**src/rtl/tce_pkg.sv**
```systemverilog
package tce_pkg;
  localparam int TOK_W = 8;

  typedef struct packed {
    logic             ctrl;
    logic [TOK_W-1:0] data;
  } tok_t;
endpackage

```
**src/rtl/tce_fifo.sv**
```systemverilog
// Circular token buffer: multi-token push and pop, with a peek window at the head.
module tce_fifo
  import tce_pkg::*;
#(
  parameter int DEPTH = 8,
  parameter int WIN   = 4
) (
  input  logic                           clk,
  input  logic                           rst_n,
  input  logic [$clog2(WIN+1)-1:0]       push_n,
  input  tok_t [WIN-1:0]                 push_tok,
  input  logic [$clog2(WIN+1)-1:0]       pop_n,
  output tok_t [WIN-1:0]                 peek,
  output logic [$clog2(DEPTH+1)-1:0]     level
);
  localparam int PW = $clog2(DEPTH);
  localparam int CW = $clog2(DEPTH+1);

  tok_t          mem [DEPTH];
  logic [PW-1:0] rd_q, rd_d, wr_q, wr_d;
  logic [CW-1:0] lvl_q, lvl_d;

  always_comb begin
    rd_d  = rd_q + PW'(pop_n);
    wr_d  = wr_q + PW'(push_n);
    lvl_d = lvl_q + CW'(push_n) - CW'(pop_n);
  end

  always_ff @(posedge clk or negedge rst_n) begin
    if (!rst_n) begin
      rd_q  <= '0;
      wr_q  <= '0;
      lvl_q <= '0;
    end else begin
      rd_q  <= rd_d;
      wr_q  <= wr_d;
      lvl_q <= lvl_d;
    end
  end

  // storage carries no reset; entries are written before they are read
  always_ff @(posedge clk) begin
    for (int i = 0; i < WIN; i++) begin
      if (i < int'(push_n)) mem[wr_q + PW'(i)] <= push_tok[i];
    end
  end

  generate
    for (genvar g = 0; g < WIN; g++) begin : g_peek
      assign peek[g] = mem[rd_q + PW'(g)];
    end
  endgenerate

  assign level = lvl_q;
endmodule

```
**src/rtl/tce_tx_side.sv**
```systemverilog
// Output path: thread requests with pause/resume, transmit buffer, link handshake.
module tce_tx_side
  import tce_pkg::*;
#(
  parameter int DEPTH  = 8,
  parameter int WORD_W = 32
) (
  input  logic                       clk,
  input  logic                       rst_n,
  input  logic                       out_req,
  input  logic                       out_word,
  input  logic                       out_ctrl,
  input  logic [WORD_W-1:0]          out_data,
  output logic                       out_done,
  output logic                       out_paused,
  output logic                       out_resume,
  output logic                       tx_valid,
  output tok_t                       tx_tok,
  input  logic                       tx_ready,
  output logic [$clog2(DEPTH+1)-1:0] level
);
  localparam int WIN = WORD_W / TOK_W;
  localparam int NW  = $clog2(WIN+1);
  localparam int CW  = $clog2(DEPTH+1);

  logic              pend_q, pend_d;
  logic              pw_q, pc_q;
  logic [WORD_W-1:0] pd_q;
  logic              done_q, done_d, res_q, res_d;

  logic              a_valid, a_word, a_ctrl;
  logic [WORD_W-1:0] a_data;
  logic [CW-1:0]     need, room;
  logic              fits, commit, capture;
  logic [NW-1:0]     push_n, pop_n;
  tok_t [WIN-1:0]    push_tok, peek;

  always_comb begin
    a_valid = pend_q | out_req;
    a_word  = pend_q ? pw_q : out_word;
    a_ctrl  = pend_q ? pc_q : out_ctrl;
    a_data  = pend_q ? pd_q : out_data;
    need    = a_word ? CW'(WIN) : CW'(1);
    room    = CW'(DEPTH) - level;
    fits    = room >= need;
    commit  = a_valid & fits;
    capture = ~pend_q & out_req & ~fits;
    push_n  = commit ? NW'(need) : '0;
    for (int i = 0; i < WIN; i++) begin
      if (a_word) begin
        push_tok[i].ctrl = 1'b0;
        push_tok[i].data = a_data[WORD_W-1-i*TOK_W -: TOK_W];
      end else begin
        push_tok[i].ctrl = a_ctrl;
        push_tok[i].data = a_data[TOK_W-1:0];
      end
    end
    pend_d = pend_q ? ~fits : capture;
    done_d = ~pend_q & out_req & fits;
    res_d  = pend_q & fits;
    pop_n  = (tx_valid & tx_ready) ? NW'(1) : '0;
  end

  always_ff @(posedge clk or negedge rst_n) begin
    if (!rst_n) begin
      pend_q <= 1'b0;
      done_q <= 1'b0;
      res_q  <= 1'b0;
    end else begin
      pend_q <= pend_d;
      done_q <= done_d;
      res_q  <= res_d;
    end
  end

  always_ff @(posedge clk or negedge rst_n) begin
    if (!rst_n) begin
      pw_q <= 1'b0;
      pc_q <= 1'b0;
      pd_q <= '0;
    end else if (capture) begin
      pw_q <= out_word;
      pc_q <= out_ctrl;
      pd_q <= out_data;
    end
  end

  tce_fifo #(.DEPTH(DEPTH), .WIN(WIN)) u_buf (
    .clk(clk), .rst_n(rst_n), .push_n(push_n), .push_tok(push_tok),
    .pop_n(pop_n), .peek(peek), .level(level)
  );

  assign tx_valid   = level != '0;
  assign tx_tok     = peek[0];
  assign out_done   = done_q;
  assign out_paused = pend_q;
  assign out_resume = res_q;
endmodule

```
**src/rtl/tce_rx_side.sv**
```systemverilog
// Input path: receive buffer, thread token/word reads with pause/resume and error check.
module tce_rx_side
  import tce_pkg::*;
#(
  parameter int DEPTH  = 8,
  parameter int WORD_W = 32
) (
  input  logic                       clk,
  input  logic                       rst_n,
  input  logic                       rx_valid,
  input  tok_t                       rx_tok,
  output logic                       rx_ready,
  input  logic                       in_req,
  input  logic                       in_word,
  output logic                       in_done,
  output logic                       in_resume,
  output logic                       in_paused,
  output logic                       in_err,
  output logic                       in_ctrl,
  output logic [WORD_W-1:0]          in_data,
  output logic [$clog2(DEPTH+1)-1:0] level
);
  localparam int WIN = WORD_W / TOK_W;
  localparam int NW  = $clog2(WIN+1);
  localparam int CW  = $clog2(DEPTH+1);

  logic              pend_q, pend_d, pw_q;
  logic              done_q, done_d, res_q, res_d, err_q, err_d;
  logic              ctrl_q, ctrl_d;
  logic [WORD_W-1:0] data_q, data_d;

  logic              a_valid, a_word, seen_ctrl, enough, commit;
  logic [NW-1:0]     push_n, pop_n;
  tok_t [WIN-1:0]    push_tok, peek;

  always_comb begin
    rx_ready = level < CW'(DEPTH);
    push_n   = (rx_valid & rx_ready) ? NW'(1) : '0;
    push_tok = '0;
    push_tok[0] = rx_tok;

    seen_ctrl = 1'b0;
    for (int i = 0; i < WIN; i++) begin
      if (CW'(i) < level && peek[i].ctrl) seen_ctrl = 1'b1;
    end

    a_valid = pend_q | in_req;
    a_word  = pend_q ? pw_q : in_word;
    enough  = a_word ? (level >= CW'(WIN) || seen_ctrl) : (level != '0);
    commit  = a_valid & enough;
    err_d   = commit & a_word & seen_ctrl;

    if (!commit || err_d) pop_n = '0;
    else                  pop_n = a_word ? NW'(WIN) : NW'(1);

    data_d = '0;
    ctrl_d = 1'b0;
    if (a_word) begin
      for (int i = 0; i < WIN; i++) data_d[WORD_W-1-i*TOK_W -: TOK_W] = peek[i].data;
    end else begin
      data_d[TOK_W-1:0] = peek[0].data;
      ctrl_d            = peek[0].ctrl;
    end

    pend_d = pend_q ? ~enough : (in_req & ~enough);
    done_d = ~pend_q & in_req & enough;
    res_d  = pend_q & enough;
  end

  always_ff @(posedge clk or negedge rst_n) begin
    if (!rst_n) begin
      pend_q <= 1'b0;
      done_q <= 1'b0;
      res_q  <= 1'b0;
      err_q  <= 1'b0;
    end else begin
      pend_q <= pend_d;
      done_q <= done_d;
      res_q  <= res_d;
      err_q  <= err_d;
    end
  end

  always_ff @(posedge clk or negedge rst_n) begin
    if (!rst_n)                 pw_q <= 1'b0;
    else if (~pend_q & in_req)  pw_q <= in_word;
  end

  always_ff @(posedge clk or negedge rst_n) begin
    if (!rst_n) begin
      data_q <= '0;
      ctrl_q <= 1'b0;
    end else if (commit) begin
      data_q <= data_d;
      ctrl_q <= ctrl_d;
    end
  end

  tce_fifo #(.DEPTH(DEPTH), .WIN(WIN)) u_buf (
    .clk(clk), .rst_n(rst_n), .push_n(push_n), .push_tok(push_tok),
    .pop_n(pop_n), .peek(peek), .level(level)
  );

  assign in_done   = done_q;
  assign in_resume = res_q;
  assign in_paused = pend_q;
  assign in_err    = err_q;
  assign in_ctrl   = ctrl_q;
  assign in_data   = data_q;
endmodule

```
**src/rtl/token_chan_end.sv**
```systemverilog
module token_chan_end
  import tce_pkg::*;
#(
  parameter int DEPTH  = 8,
  parameter int WORD_W = 32
) (
  input  logic              clk,
  input  logic              rst_n,
  input  logic              out_req,
  input  logic              out_word,
  input  logic              out_ctrl,
  input  logic [WORD_W-1:0] out_data,
  output logic              out_done,
  output logic              out_paused,
  output logic              out_resume,
  output logic              tx_valid,
  output logic              tx_ctrl,
  output logic [TOK_W-1:0]  tx_data,
  input  logic              tx_ready,
  input  logic              rx_valid,
  input  logic              rx_ctrl,
  input  logic [TOK_W-1:0]  rx_data,
  output logic              rx_ready,
  input  logic              in_req,
  input  logic              in_word,
  output logic              in_done,
  output logic              in_resume,
  output logic              in_paused,
  output logic              in_err,
  output logic              in_ctrl,
  output logic [WORD_W-1:0] in_data
);
  localparam int CW = $clog2(DEPTH+1);

  tok_t          tx_tok, rx_tok;
  logic [CW-1:0] tx_level, rx_level;

  assign rx_tok.ctrl = rx_ctrl;
  assign rx_tok.data = rx_data;
  assign tx_ctrl     = tx_tok.ctrl;
  assign tx_data     = tx_tok.data;

  tce_tx_side #(.DEPTH(DEPTH), .WORD_W(WORD_W)) u_tx (
    .clk(clk), .rst_n(rst_n), .out_req(out_req), .out_word(out_word),
    .out_ctrl(out_ctrl), .out_data(out_data), .out_done(out_done),
    .out_paused(out_paused), .out_resume(out_resume), .tx_valid(tx_valid),
    .tx_tok(tx_tok), .tx_ready(tx_ready), .level(tx_level)
  );

  tce_rx_side #(.DEPTH(DEPTH), .WORD_W(WORD_W)) u_rx (
    .clk(clk), .rst_n(rst_n), .rx_valid(rx_valid), .rx_tok(rx_tok),
    .rx_ready(rx_ready), .in_req(in_req), .in_word(in_word),
    .in_done(in_done), .in_resume(in_resume), .in_paused(in_paused),
    .in_err(in_err), .in_ctrl(in_ctrl), .in_data(in_data), .level(rx_level)
  );
endmodule

```
**config.mk**
```make
export PLATFORM = sky130hd
export DESIGN_NAME = token_chan_end
export DESIGN_NICKNAME = d
export VERILOG_FILES = /design/src/rtl/tce_pkg.sv /design/src/rtl/tce_fifo.sv /design/src/rtl/tce_tx_side.sv /design/src/rtl/tce_rx_side.sv /design/src/rtl/token_chan_end.sv
export SDC_FILE = /design/constraint.sdc
export NUM_CORES = 1
export LEC_CHECK = 0
export ABC_AREA = 1
export BUFFER_PORTS_ARGS = -buffer_cell sky130_fd_sc_hd__buf_2
export CAP_MARGIN = 10
export CORE_ASPECT_RATIO = 0.7
export CORE_UTILIZATION = 50
export DETAILED_ROUTE_END_ITERATION = 7
export HOLD_SLACK_MARGIN = 0.05
export PLACE_DENSITY = 0.68
export SLEW_MARGIN = 20
export SYNTH_ARGS = -nofsm -noshare
export SYNTH_HDL_FRONTEND = slang
export SYNTH_SLANG_ARGS = --single-unit
```
**constraint.sdc**
```tcl
create_clock -name clk -period 8.9 [get_ports clk]
set_clock_uncertainty 0.1 [all_clocks]
set_input_delay 2.225 -clock clk [delete_from_list [all_inputs] [get_ports clk]]
set_output_delay 2.225 -clock clk [all_outputs]
set_load 0.01 [all_outputs]
```
After elaboration in Yosys (flattened, before gate mapping)
Memories as Yosys holds them, arrays and structs flattened.
Cells that the tools add are included.
- memories: 2
- output and inout port bits: 51
- flip-flop bits (word level): 95
- input bits: 50
- RAM bits: 144
- memory bits (read-only): 0
- word-level logic and storage cells: 135
- latch bits: 0
- eq/ne operators: 0
- bitwise gates (word level): 20
- add/sub/neg operators: 18
- div/mod/pow operators: 0
- shift operators: 0
- multiply operators: 0
- $lt $le $gt $ge: 15
- multiplexer cells: 49
- reductions and logical operators: 12
- memory list (memory ; words ; width ; rd ports ; clocked after memory_dff ; wr ports ; RTL line ; source):
    u_rx.u_buf.mem ; 8 ; 9 ; 4 ; 0 ; 1 ; tce_fifo.sv:19 ; tok_t mem [DEPTH];
    u_tx.u_buf.mem ; 8 ; 9 ; 1 ; 0 ; 4 ; tce_fifo.sv:19 ;
- operators by type and width (operator ; count):
    9-bit 2-to-1 mux ; 7
    1-bit 2-to-1 mux ; 32
    32-bit 2-to-1 mux ; 1
    9-bit OR reduction ; 3
    24-bit 2-to-1 mux ; 1
    3-bit 2-to-1 mux ; 7
    3-bit by 2-bit adder with 3-bit output, second input constant ; 6
    1-bit AND ; 14
    3-bit adder ; 4
    1-bit by 3-bit < comparator with 1-bit output, first input constant ; 4
    2-bit by 3-bit < comparator with 1-bit output, first input constant ; 4
    3-bit by 1-bit adder with 3-bit output, second input constant ; 3
    4-bit by 3-bit adder with 4-bit output ; 2
    1-bit by 4-bit < comparator with 1-bit output, first input constant ; 2
    2-bit by 4-bit < comparator with 1-bit output, first input constant ; 2
    8-bit 2-to-1 mux ; 1
    4-bit nonzero test ; 2
    4-bit by 3-bit subtractor with 4-bit output ; 2
    4-bit by 3-bit >= comparator with 1-bit output, second input constant ; 1
    4-bit >= comparator ; 1
    1-bit logical AND ; 4
    4-bit < comparator, second input constant ; 1
    1-bit inverter ; 4
    4-bit subtractor, first input constant ; 1
    3 further kinds ; 5

Logic depth before layout (Yosys ltp)
Gate-level depths: netlist (run 1).
- word-level depth: 14
- depth in mapped cells: 24
- depth with buffers taken out: 21

Cells and area by module
From an unflattened synthesis (run 1), not the netlist that was laid out.
- cell total of the unflattened synthesis: 3052
- area total of the unflattened synthesis: 19662.6 sq um
- by module, submodules not included (module ; times used ; area each (sq um) ; cells an instance ; sequential area each (sq um)):
    tce_fifo (u_tx.u_buf) ; 1 ; 7736.2 ; 1243 ; 2412.3
    tce_fifo (u_rx.u_buf) ; 1 ; 7616.1 ; 1244 ; 2412.3
    tce_tx_side ; 1 ; 2383.5 ; 309 ; 925.9
    tce_rx_side ; 1 ; 1926.8 ; 256 ; 950.9

Worst setup path before layout (run 1)
Ideal clock, no wire load.
- kind: in2reg
- from: input port out_word
- to: register u_tx.u_buf.lvl_q[3], in the netlist u_tx.u_buf.level[3]
- path slack: 4.019 ns
- arrival time: 4.656 ns
- stages: 18
- setup time: 0.125 ns
- buffers on the path: 3
- cell sequence: a21oi_1 buf_2 ha_1 nor2_1 nand2_1 a21oi_1 nand2_2 nand2_2 nor2_2 buf_6 buf_6 inv_1 ha_1 inv_1 ha_1 a21oi_1 nand2_1 xnor2_1
- longest elaborated chain between the ends: 7
- ends and longest elaborated chain (item ; RTL line ; source):
    start, declared ; token_chan_end.sv:10 ; input logic out_word,
    1-bit 2-to-1 mux (*) ; tce_tx_side.sv:40 ; a_word = pend_q ? pw_q : out_word;
    3-bit 2-to-1 mux (*) ; tce_tx_side.sv:43 ; need = a_word ? CW'(WIN) : CW'(1);
    4-bit >= comparator ; tce_tx_side.sv:45 ; fits = room >= need;
    1-bit AND ; tce_tx_side.sv:46 ; commit = a_valid & fits;
    3-bit 2-to-1 mux (*) ; tce_tx_side.sv:48 ; push_n = commit ? NW'(need) : '0;
    4-bit by 3-bit adder with 4-bit output (*) ; tce_fifo.sv:26 ; lvl_d = lvl_q + CW'(push_n) - CW'(pop_n);
    4-bit by 3-bit subtractor with 4-bit output (*) ; tce_fifo.sv:26 ;
    named net u_tx.u_buf.lvl_d[3] ; tce_fifo.sv:21 ; logic [CW-1:0] lvl_q, lvl_d;
    end signal, assigned ; tce_fifo.sv:37 ; lvl_q <= lvl_d;
    end, declared ; tce_fifo.sv:21 ;
The timed path passes the listed nets; every way through them passes the cells marked *.
A chain may end at the register's enable or synchronous reset.

Worst setup path in the final report (run 1)
- from: register u_rx.u_buf.rd_q[0]
- to: register u_rx.u_buf.lvl_q[3], in the netlist u_rx.u_buf.level[3]
- longest elaborated chain between the ends: 14
- elaborated cells on any way between the ends: 21
- ends and longest elaborated chain (item ; RTL line ; source):
    start, declared ; tce_fifo.sv:20 ; logic [PW-1:0] rd_q, rd_d, wr_q, wr_d;
    start signal, assigned ; tce_fifo.sv:35 ; rd_q <= rd_d;
    3-bit by 1-bit adder with 3-bit output or memory 8 x 9 bit (tied branches) ; -- ;
    memory 8 x 9 bit (*) ; -- ;
    1-bit logical AND or 1-bit 2-to-1 mux (tied branches) ; tce_rx_side.sv:44 ; if (CW'(i) < level && peek[i].ctrl) seen_ctrl = 1'b1;
    1-bit 2-to-1 mux (2 in a row) ; tce_rx_side.sv:44 ;
    1-bit 2-to-1 mux (*) ; tce_rx_side.sv:44 ;
    1-bit logical OR ; tce_rx_side.sv:49 ; enough = a_word ? (level >= CW'(WIN) || seen_ctrl) : (level != '0);
    1-bit 2-to-1 mux ; tce_rx_side.sv:49 ;
    1-bit AND ; tce_rx_side.sv:50 ; commit = a_valid & enough;
    1-bit AND (2 in a row) ; tce_rx_side.sv:51 ; err_d = commit & a_word & seen_ctrl;
    1-bit logical OR (*) ; tce_rx_side.sv:53 ; if (!commit || err_d) pop_n = '0;
    3-bit 2-to-1 mux (*) ; tce_rx_side.sv:53 ;
    4-bit by 3-bit subtractor with 4-bit output (*) ; tce_fifo.sv:26 ;
    named net u_rx.u_buf.lvl_d[3] ; tce_fifo.sv:21 ;
    end signal, assigned ; tce_fifo.sv:37 ;
    end, declared ; tce_fifo.sv:21 ;
Marks and branches as above.

==> results of run 1 <==
## final timing paths
check                      slack (ns)                         start                            end
max in group asynchronous        5.94                         rst_n   u_rx.u_buf.wr_q[2]$_DFF_PN0_
max                              3.57  u_rx.u_buf.rd_q[0]$_DFF_PN0_  u_rx.u_buf.level[3]$_DFF_PN0_
min reg2reg                      0.37  u_rx.in_data[29]$_DFFE_PN0N_   u_rx.in_data[29]$_DFFE_PN0N_
min                              0.37  u_rx.in_data[29]$_DFFE_PN0N_   u_rx.in_data[29]$_DFFE_PN0N_
min in group asynchronous        1.56                         rst_n   u_rx.in_data[23]$_DFFE_PN0N_
max reg2reg                      3.57  u_rx.u_buf.rd_q[0]$_DFF_PN0_  u_rx.u_buf.level[3]$_DFF_PN0_
## where the power goes
part | leakage (nW) | internal (mW) | total, mW | switching (mW)
registers | 2.49 | 1.68 | 1.89 | 0.213
logic | 3.93 | 0.944 | 3.18 | 2.24
clock network | 0.420 | 0.624 | 1.08 | 0.454
## cells in the mapped netlist, types with 2 or more instances
cell type and instances:
a211o_1 5, a211oi_1 5, a21boi_0 2, a21oi_1 80, a221oi_1 3, a31oi_1 10
buf_2 21, buf_4 12, buf_6 4, clkbuf_1 40, clkinv_1 2, dfrtp_1 95
edfxtp_1 144, fa_1 2, ha_1 25, inv_1 101, inv_2 25, mux2_1 12
mux2_2 4, mux2i_1 5, nand2_1 432, nand2_2 9, nand2_4 2, nand3_1 23
nand4_1 10, nor2_1 318, nor2_2 9, nor2_4 2, o2111ai_1 2, o211ai_1 70
o21a_1 3, o21ai_0 162, o21ai_1 29, o21ai_2 7, o22ai_1 17, or2_2 3
xnor2_1 7, xor2_1 8
## worst max-delay path: stages (launching register included)
cell and delay [ns]:
dfrtp_2 0.45, inv_2 0.54, ha_1 0.97, inv_2 0.52
nand3_1 0.21, nand3_1 0.09, nand2_1 0.12, nand2_1 0.05
nand2_1 0.08, nor2_2 0.07, nand2_2 0.11, nand3_4 0.34
nor2_4 0.45, nand2_1 0.11, ha_1 0.30, ha_1 0.32
a21oi_1 0.13, nand2_1 0.08, xor2_1 0.14
## cells by family (layout without fill, tap and decap cells)
logic type      Yosys count  in the layout
simple gates            812            812
compound gates          398            398
flops                   239            239
buf+inv                 206            287
fa+ha+maj                27             27
mux                      21             21
xor+xnor                 17             17
## per-layer routing
layer,part of all wire (%),vias up,global-route usage (%)
li1,-,5909,-
met1,46,5729,50.3
met2,37,738,39.0
met3,15,61,9.32
met4,1.8,4,5.58
met5,0.094,-,0
## sequential cells by signal, indices dropped and copies added, names as in the netlist
register          cells
u_tx.u_buf.rd_q       3
u_rx.in_resume        1
u_tx.pw_q             1
u_rx.pw_q             1
u_rx.in_done          1
u_tx.pd_q            32
u_rx.in_paused        1
u_rx.u_buf.mem       72
u_tx.out_resume       1
u_rx.u_buf.rd_q       3
u_tx.u_buf.mem       72
u_tx.out_done         1
u_rx.u_buf.wr_q       3
u_rx.u_buf.level      4
u_tx.u_buf.level      4
u_tx.out_paused       1
u_rx.in_ctrl          1
u_tx.pc_q             1
u_rx.in_err           1
u_rx.in_data         32
u_tx.u_buf.wr_q       3
## metrics by stage
step,setup slack [ns],std cells,util (%),hold WS [ns],area (um^2)
2_1_floorplan,4.02,1720,-,0.349,13800
3_3_place_gp,3.59,2120,53.8,0.358,14500
3_5_place_dp,3.53,2120,53.8,0.361,14500
4_1_cts,3.61,2165,57.0,0.379,15400
5_1_grt,3.15,2165,57.0,0.395,15400
6_report,3.57,2165,57.0,0.374,15400
## final cells by class
| type | instances | share of cell area, % |
|---|---|---|
| Sequential cell | 239 | 43.6 |
| Clock inverter | 12 | 0.635 |
| Multi-Input combinational cell | 1275 | 40.8 |
| Clock buffer | 33 | 4.88 |
| Tap cell | 364 | 2.97 |
| Inverter | 128 | 3.13 |
| Timing Repair Buffer | 114 | 3.96 |
## cell usage in the layout, fill, tap and decap left out, drive strengths merged, types with 5 or more instances in the layout
master	netlist	final
a211o	5	5
a211oi	5	5
a21oi	80	80
a31oi	10	10
buf	38	114
clkbuf	40	33
clkinv	2	9
dfrtp	95	95
edfxtp	144	144
ha	25	25
inv	126	129
mux2	16	16
mux2i	5	5
nand2	443	443
nand3	24	24
nand4	10	10
nor2	329	329
o211ai	70	70
o21ai	198	198
o22ai	17	17
xnor2	8	8
xor2	9	9
==> metrics.txt, run 1 <==
Post-synth EDFFs=144; die height=141 um; fin. max-slew vios=0; cts repair resizes=0; register area share after synthesis=48.4%; Layout area overhead=11.0%; Reg2Reg Depth=18; Synth top area share=31.3%; Mapped Cells=1,720; initial antenna violation count=1; ANT cells=0; first-pass GRT wire length=65.6 mm; largest net degree at the start of global routing=99; Setup Buffers After CTS=0; io pins=101; Simple-Gate Fraction of Synth Area=23.2%; Worst-path clk slew=0.07 ns; clock period minus worst slack=5.33 ns; status=completed; share of post-route cells with drive strength above 1=12.3%; Remaining DRCs=0; main area contributors after synthesis=edfxtp_1 (31%), dfrtp_1 (17%), nand2_1 (12%); PwrDens=400 nW/um^2; Worst Path Class, Setup=register to register; Leak=6.84 nW; register area=6700 um^2; Worst EP required=9.23 ns; period utilization=59.9%; Netlist cell types=48; Routed WL per cell=20.2 um; area of the multi-input gates=6270 um^2; GR Util All Layers=30.8%; WP data arrival=5.66 ns; DIE AREA=28,300 um^2; CTS Hold Bufs=0; Post-Synth Adder-Cell Area=2.55%; die width=201 um; Hold Vio Cnt, Final=0; vias in the first global route=10.9k; half-perimeter wire length after placement=31.8 mm; Hold/Removal Path Class=register to register; RSZ-0062 raised after global routing=no; RePlAce Congestion=0.940; Vias/cell=5.75; core area=27,000 um^2; synthesized flop and latch total=239; maximum fanout along the worst path=42; crit end category=register; VDD IR max=0.170 mV; Yosys Warn Count=0; Max Freq=188 MHz; mux cell area share after synthesis=1.66%; remaining global-route overflow=0; Detail Route Antenna Nets=0; Power, Total=6.15 mW; async set or reset register ratio after synthesis=39.7%; WHS Path Cells=2; top cell type by total area after synthesis=edfxtp_1; final WL=43.7 mm; FILL cells=2,468; CTS Buffer Depth=3; Num CTS Buffers=25; # clock sinks=239; Max-Cap Viols=0; num rows=50; Synth Area in Compound Gates=16.6%; CTS root buf=clkbuf_16; Initial DRC Count=1,783; clock latency on the worst-skew pair=0.55 ns; I/O Buffers=100; crit path launch type=register; Post-synth top flop=edfxtp_1; H-tree depth=1; Worst Tran Pin Value=1.26 ns; net count after synthesis=1,797; drt pass-1 iters=6; XOR/XNOR Fraction of Synth Area=1.18%; Via Count=12.4k; Fin Setup TNS=0 ns; average cell area after synthesis=8.04 um^2; nets=1,860; max_slew headroom=15.7%; TritonCTS clock tree=built; Initial Util=51.3%; combinational family with the most area after synthesis=simple AND/OR/NAND/NOR gates; Cell Area, Synth=13,800 um^2; Final Setup Violations=0
(Power assumes the default switching activity.)
==> inputs of run 2 (changes only) <==
ABC_AREA = 0   (was 1)
clock period = 5 ns   (was 8.9 ns; I/O delays follow)
==> metrics.txt, run 2 <==
synthesized flop and latch total=239 (unchanged); Crit Reg-Reg Startpoint=u_tx.out_paused$_DFF_PN0_; Synth top area share=31.7% (+0.40 points); RSZ-0062 raised after global routing=no; async set or reset register ratio after synthesis=39.7% (unchanged); Cells after DPL=1,553 (-27%); Reg2Reg Depth=7 (-11); internal power=6.38 mW (+97%); TritonCTS clock tree=built; Detail Route Antenna Nets=0 (unchanged); Num CTS Buffers=25 (unchanged); WHS Endpoint=u_rx.pw_q$_DFFE_PN0P_; Leak=5.80 nW (-15%); initial antenna violation count=3 (+2); Post-synth top flop=edfxtp_1; DIE AREA=28,000 um^2 (-1.2%); switching share of total power=40.4% (-6.8 points); share of post-route cells with drive strength above 1=27.8% (+15 points); Via Count=10.3k (-18%); Post-synth top cells=edfxtp_1 (144), nand2_1 (132), nor2_1 (109); worst r2r dst=u_tx.u_buf.mem[0][5]$_DFFE_PP_; CTS root buf=clkbuf_16; drt pass-1 iters=6 (unchanged); Worst Tran Pin Value=1.12 ns (-0.134 ns); status=completed; vias in the first global route=9,602 (-12%); WP data arrival=4.43 ns (-1.23 ns); fin util=57.4% (+0.43 points); half-perimeter wire length after placement=27.6 mm (-13%); Comb power frac=49.9% (-1.8 points); FILL cells=2,251 (-8.8%); Remaining DRCs=0 (unchanged); CTS Buffer Depth=3 (unchanged); crit path launch type=input pin; uppermost layer routed=met5; Worst EP required=5.10 ns (-4.13 ns); largest registers=u_rx.u_buf.mem: 72 flops, u_tx.u_buf.mem: 72 flops; I/O Buffers=100 (unchanged); Initial DRC Count=1,383 (-22%); main area contributors after synthesis=edfxtp_1 (32%), dfrtp_1 (17%), mux4_2 (13%); Sw Pwr=4.33 mW (+49%); met3 routed WL=5.47 mm (-17%); clock latency on the worst-skew pair=0.54 ns (about the same); Mapped Cells=1,126 (-35%); crit end category=register; Layout area overhead=12.5%; io pins=101 (unchanged); CTS Hold Bufs=0 (unchanged); # clock sinks=239 (unchanged); cts repair resizes=0 (unchanged); net count after synthesis=1,203 (-33%); H-tree depth=1 (unchanged); num rows=50 (unchanged); max_slew headroom=24.6% (+8.9 points); WHS Path Cells=2 (unchanged); ANT cells=0 (unchanged); clock power share=17.8% (+0.3 points); Fin Setup TNS=0 ns (unchanged); Final Setup Violations=0 (unchanged); Crit. Startpoint=out_word; remaining global-route overflow=0 (unchanged); RePlAce Congestion=0.939 (about the same); top cell type by total area after synthesis=edfxtp_1; Cell Area, Synth=13,700 um^2 (-1.3%); first-pass GRT wire length=58.8 mm (-10%); Max-Cap Viols=0 (unchanged); nets=1,293 (-30%); Worst Path Class, Setup=input pin to register; largest net degree at the start of global routing=66 (-33%); most common cell in the netlist=edfxtp_1; Yosys Warn Count=0 (unchanged); Vias/cell=6.41 (+12%); VDD IR max=0.368 mV (+120%); register-to-register path setup slack=0.95 ns (-2.62 ns); Netlist cell types=59 (+23%); clock period minus worst slack=4.33 ns; maximum fanout along the worst path=17 (-60%); GR Util All Layers=28.1% (-2.7 points); period utilization=86.6%; hold_sp=u_rx.pw_q$_DFFE_PN0P_; Hold/Removal Path Class=register to register; average cell area after synthesis=12.1 um^2 (+51%); met1 WL=17.7 mm (-12%); final WL=38.1 mm (-13%); DR WL met2=14.5 mm (-10%); Max Freq=231 MHz; Post-synth EDFFs=144 (unchanged); Seq pwr share=32.3% (+1.6 points); Initial Util=51.0% (-0.29 points); core area=26,800 um^2 (-0.70%); fin. max-slew vios=0 (unchanged); die width=200 um (-0.62%); Power, Total=10.7 mW (+74%); register area share after synthesis=49.1% (+0.62 points); Non-Filler Instances=1,599 (-26%); Setup Buffers After CTS=0 (unchanged); Routed WL per cell=23.9 um (+18%); die height=140 um (-0.62%); commonest non-fill, non-tap cell in the layout=edfxtp_1; PwrDens=697 nW/um^2 (+74%); Worst-path clk slew=0.06 ns (about the same); most frequent cells in the layout=edfxtp_1 (144), nand2_1 (132), nor2_1 (106); Hold Vio Cnt, Final=0 (unchanged)
run 2: area by class of cell:
class                           count  area [um^2]  area share (%)
Clock buffer                       32          702            4.57
Clock inverter                     14          133           0.863
Inverter                           26         97.6           0.635
Multi-Input combinational cell    795         6560            42.7
Sequential cell                   239         6700            43.6
Tap cell                          364          455            2.96
Timing Repair Buffer              129          721            4.69
run 2: layer usage:
layer | global-route usage [%] | vias up
met4 | 4.58 | 4
met2 | 34.9 | 648
li1 | - | 4526
met5 | 0 | -
met1 | 47.3 | 5038
met3 | 8.72 | 38
run 2: worst max path at each step:
stage | to | slack [ns] | cells past startpoint
6_report | u_tx.u_buf.mem[0][5]$_DFFE_PP_ | 0.67 | 10
5_1_grt | u_tx.u_buf.mem[0][6]$_DFFE_PP_ | 0.42 | 10
4_1_cts | u_tx.u_buf.mem[0][4]$_DFFE_PP_ | 0.78 | 10
3_5_place_dp | u_tx.u_buf.mem[0][7]$_DFFE_PP_ | 0.25 | 10
3_3_place_gp | u_tx.u_buf.mem[0][8]$_DFFE_PP_ | 0.34 | 10
2_1_floorplan | u_tx.u_buf.mem[1][0]$_DFFE_PP_ | 0.89 | 11
run 2: per-stage QoR:
stage               hold slack [ns]  setup WS, ns  instance area [um^2]
CTS                           0.382         0.784                 15400
floorplan                     0.347         0.890                 13700
global route                  0.395         0.419                 15400
finish                        0.375         0.670                 15400
detailed placement            0.368         0.255                 14500
global placement              0.356         0.340                 14500
run 2: logic make-up after synthesis:
group | synth area share [%]
fa+ha+maj | 2.58
xor+xnor | 1.27
flops | 49.1
simple gates | 9.84
compound gates | 12.2
mux | 22.0
buf+inv | 3.04
run 2: worst max-delay path, stage by stage:
cell and delay, ns:
buf_2 0.12, mux2_2 0.17, clkinv_1 0.12, ha_1 0.33, inv_1 0.04, o22ai_1 0.48
o21a_1 0.46, inv_2 0.25, nor3_2 0.78, a211o_1 0.43
run 2: power by group through the flow:
| stage | Sequential, mW | Combinational [mW] | Clock [mW] |
|---|---|---|---|
| after CTS | 3.46 | 5.28 | 1.93 |
| after floorplan | 3.29 | 3.91 | 0 |
| after detailed placement | 3.49 | 5.26 | 0 |
| final | 3.46 | 5.35 | 1.90 |
| after global routing | 3.54 | 5.79 | 2.00 |
| after global placement | 3.46 | 5.17 | 0 |
==> inputs of run 3 (changes only) <==
ABC_AREA = 1   (was 0)
CORE_UTILIZATION = 44   (was 50)
PLACE_DENSITY = not set   (was 0.68)
==> metrics.txt, run 3 (same netlist as run 1, synthesis figures left out) <==
Worst Tran Pin Value=1.14 ns (+0.0209 ns); crit end category=register; Final Setup Violations=0 (unchanged); fin worst setup slack=0.403 ns (-0.268 ns); CTS Buffer Depth=3 (unchanged); max_slew headroom=23.1% (-1.5 points); clock period minus worst slack=4.60 ns (+0.268 ns); vias in the first global route=11.0k (+15%); clock latency on the worst-skew pair=0.55 ns (about the same); most frequent cells in the layout=nand2_1 (432), nor2_1 (316), o21ai_0 (162); Remaining DRCs=0 (unchanged); fin. max-slew vios=0 (unchanged); num rows=53 (+6.0%); Num CTS Buffers=26 (+4.0%); Vias/cell=5.58 (-13%); Fin Setup TNS=0 ns (unchanged); largest registers=u_rx.u_buf.mem: 72 flops, u_tx.u_buf.mem: 72 flops; PwrDens=720 nW/um^2 (+3.3%); die height=150 um (+7.2%); Non-Filler Instances=2,243 (+40%); DIE AREA=32,200 um^2 (+15%); GR Util All Layers=28.1% (-0.074 points); maximum fanout along the worst path=21 (+4); half-perimeter wire length after placement=32.1 mm (+16%); Hold/Removal Path Class=register to register; WP data arrival=4.68 ns (+0.25 ns); CTS Hold Bufs=0 (unchanged); Cells after DPL=2,193 (+41%); Initial Util=45.4% (-5.6 points); RSZ-0062 raised after global routing=no; first-pass GRT wire length=67.6 mm (+15%); # clock sinks=239 (unchanged); TritonCTS clock tree=built; Worst EP required=5.08 ns (-0.02 ns); worst stage delay on the critical path=0.82 ns (+0.04 ns); DP Worst Slack=-0.0116 ns (-0.267 ns); Hold Vio Cnt, Final=0 (unchanged); initial antenna violation count=3 (unchanged); I/O Buffers=100 (unchanged); period utilization=91.9% (+5.4 points); CTS root buf=clkbuf_16; VDD IR max=0.332 mV (-9.8%); Slowest-stage cell, CP=nor2_2; Worst-path clk slew=0.06 ns (about the same); Leak=7.00 nW (+21%); io pins=101 (unchanged); H-tree depth=1 (unchanged); crit-path cells=clkinv_1, ha_1, xnor2_1, ha_1, a21oi_1, nand2_2, nand2_2, nor2_2, nand2_1, nor2_1, inv_2, nand4_1; die width=214 um (+7.2%); Layout area overhead=13.4%; Routed WL per cell=20.1 um (-16%); crit path launch type=register; Setup Buffers After CTS=0 (unchanged); drt pass-1 iters=6 (unchanged); Max-Cap Viols=0 (unchanged); Initial DRC Count=1,595 (+15%); remaining global-route overflow=0 (unchanged); Max Freq=218 MHz (-5.8%); Detail Route Antenna Nets=0 (unchanged); Worst Path Class, Setup=register to register; cts repair resizes=0 (unchanged); fin util=51.6% (-5.8 points); commonest non-fill, non-tap cell in the layout=nand2_1; largest net degree at the start of global routing=100 (+52%); final WL=45.2 mm (+18%); Via Count=12.5k (+22%); share of post-route cells with drive strength above 1=13.8% (-14 points); RePlAce Congestion=0.970 (+3.3%); core area=30,400 um^2 (+14%); nets=1,886 (+46%); status=completed
-- run 3: routing by layer --
metal | up-vias | global-route usage [%] | share of wire [%]
met1 | 5804 | 44.1 | 48
met4 | 4 | 5.47 | 1.7
met5 | - | 0 | 0.073
met3 | 71 | 11.1 | 14
li1 | 5952 | - | -
met2 | 678 | 35.0 | 36
-- run 3: path summary, 6_finish.rpt --
kind | startpoint | endpoint | slack [ns] | depth (start not counted)
hold reg to reg | u_rx.in_data[0]$_DFFE_PN0N_ | u_rx.in_data[0]$_DFFE_PN0N_ | 0.37 | 2
min in group asynchronous | rst_n | u_rx.in_data[31]$_DFFE_PN0N_ | 0.62 | 1
hold / removal | u_rx.in_data[0]$_DFFE_PN0N_ | u_rx.in_data[0]$_DFFE_PN0N_ | 0.37 | 2
setup reg to reg | u_tx.u_buf.level[1]$_DFF_PN0_ | u_tx.u_buf.mem[2][6]$_DFFE_PP_ | 0.40 | 12
setup / recovery | u_tx.u_buf.level[1]$_DFF_PN0_ | u_tx.u_buf.mem[2][6]$_DFFE_PP_ | 0.40 | 12
max in group asynchronous | rst_n | u_tx.pd_q[30]$_DFFE_PN0P_ | 3.32 | 2
-- run 3: area by class of cell --
type,instances,area (um^2)
fillers,2836,14700
flip-flops and latches,239,6700
multi-input cells,1275,6270
repair buffers,139,812
clock buffers,35,793
well taps,412,515
inverters,128,480
clock inverters,13,116
diodes,2,5.00
-- run 3: power by group --
| group | internal (mW) | switching [mW] | total, mW |
|---|---|---|---|
| Clock | 1.21 | 0.821 | 2.04 |
| Sequential | 2.98 | 0.344 | 3.33 |
| Combinational | 1.79 | 4.15 | 5.94 |
-- run 3: through the flow --
| stage | area (um^2) | hold slack (ns) | total power, mW |
|---|---|---|---|
| 2_1_floorplan | 13800 | 0.349 | 7.08 |
| 3_3_place_gp | 14800 | 0.359 | 9.03 |
| 3_5_place_dp | 14800 | 0.361 | 9.11 |
| 4_1_cts | 15700 | 0.378 | 11.2 |
| 5_1_grt | 15700 | 0.391 | 12.1 |
| 6_report | 15700 | 0.374 | 11.3 |
-- run 3: worst max-delay path: cells and delay by family, from the launching register on --
| kind | cells | cell delay, ns |
|---|---|---|
| and+or+nand+nor | 6 | 2.45 |
| adders and majority gates | 2 | 0.63 |
| DFF | 1 | 0.41 |
| buffers and inverters | 2 | 0.35 |
| xor gates and xnor gates | 1 | 0.21 |
| AOI/OAI and AO/OA | 1 | 0.08 |
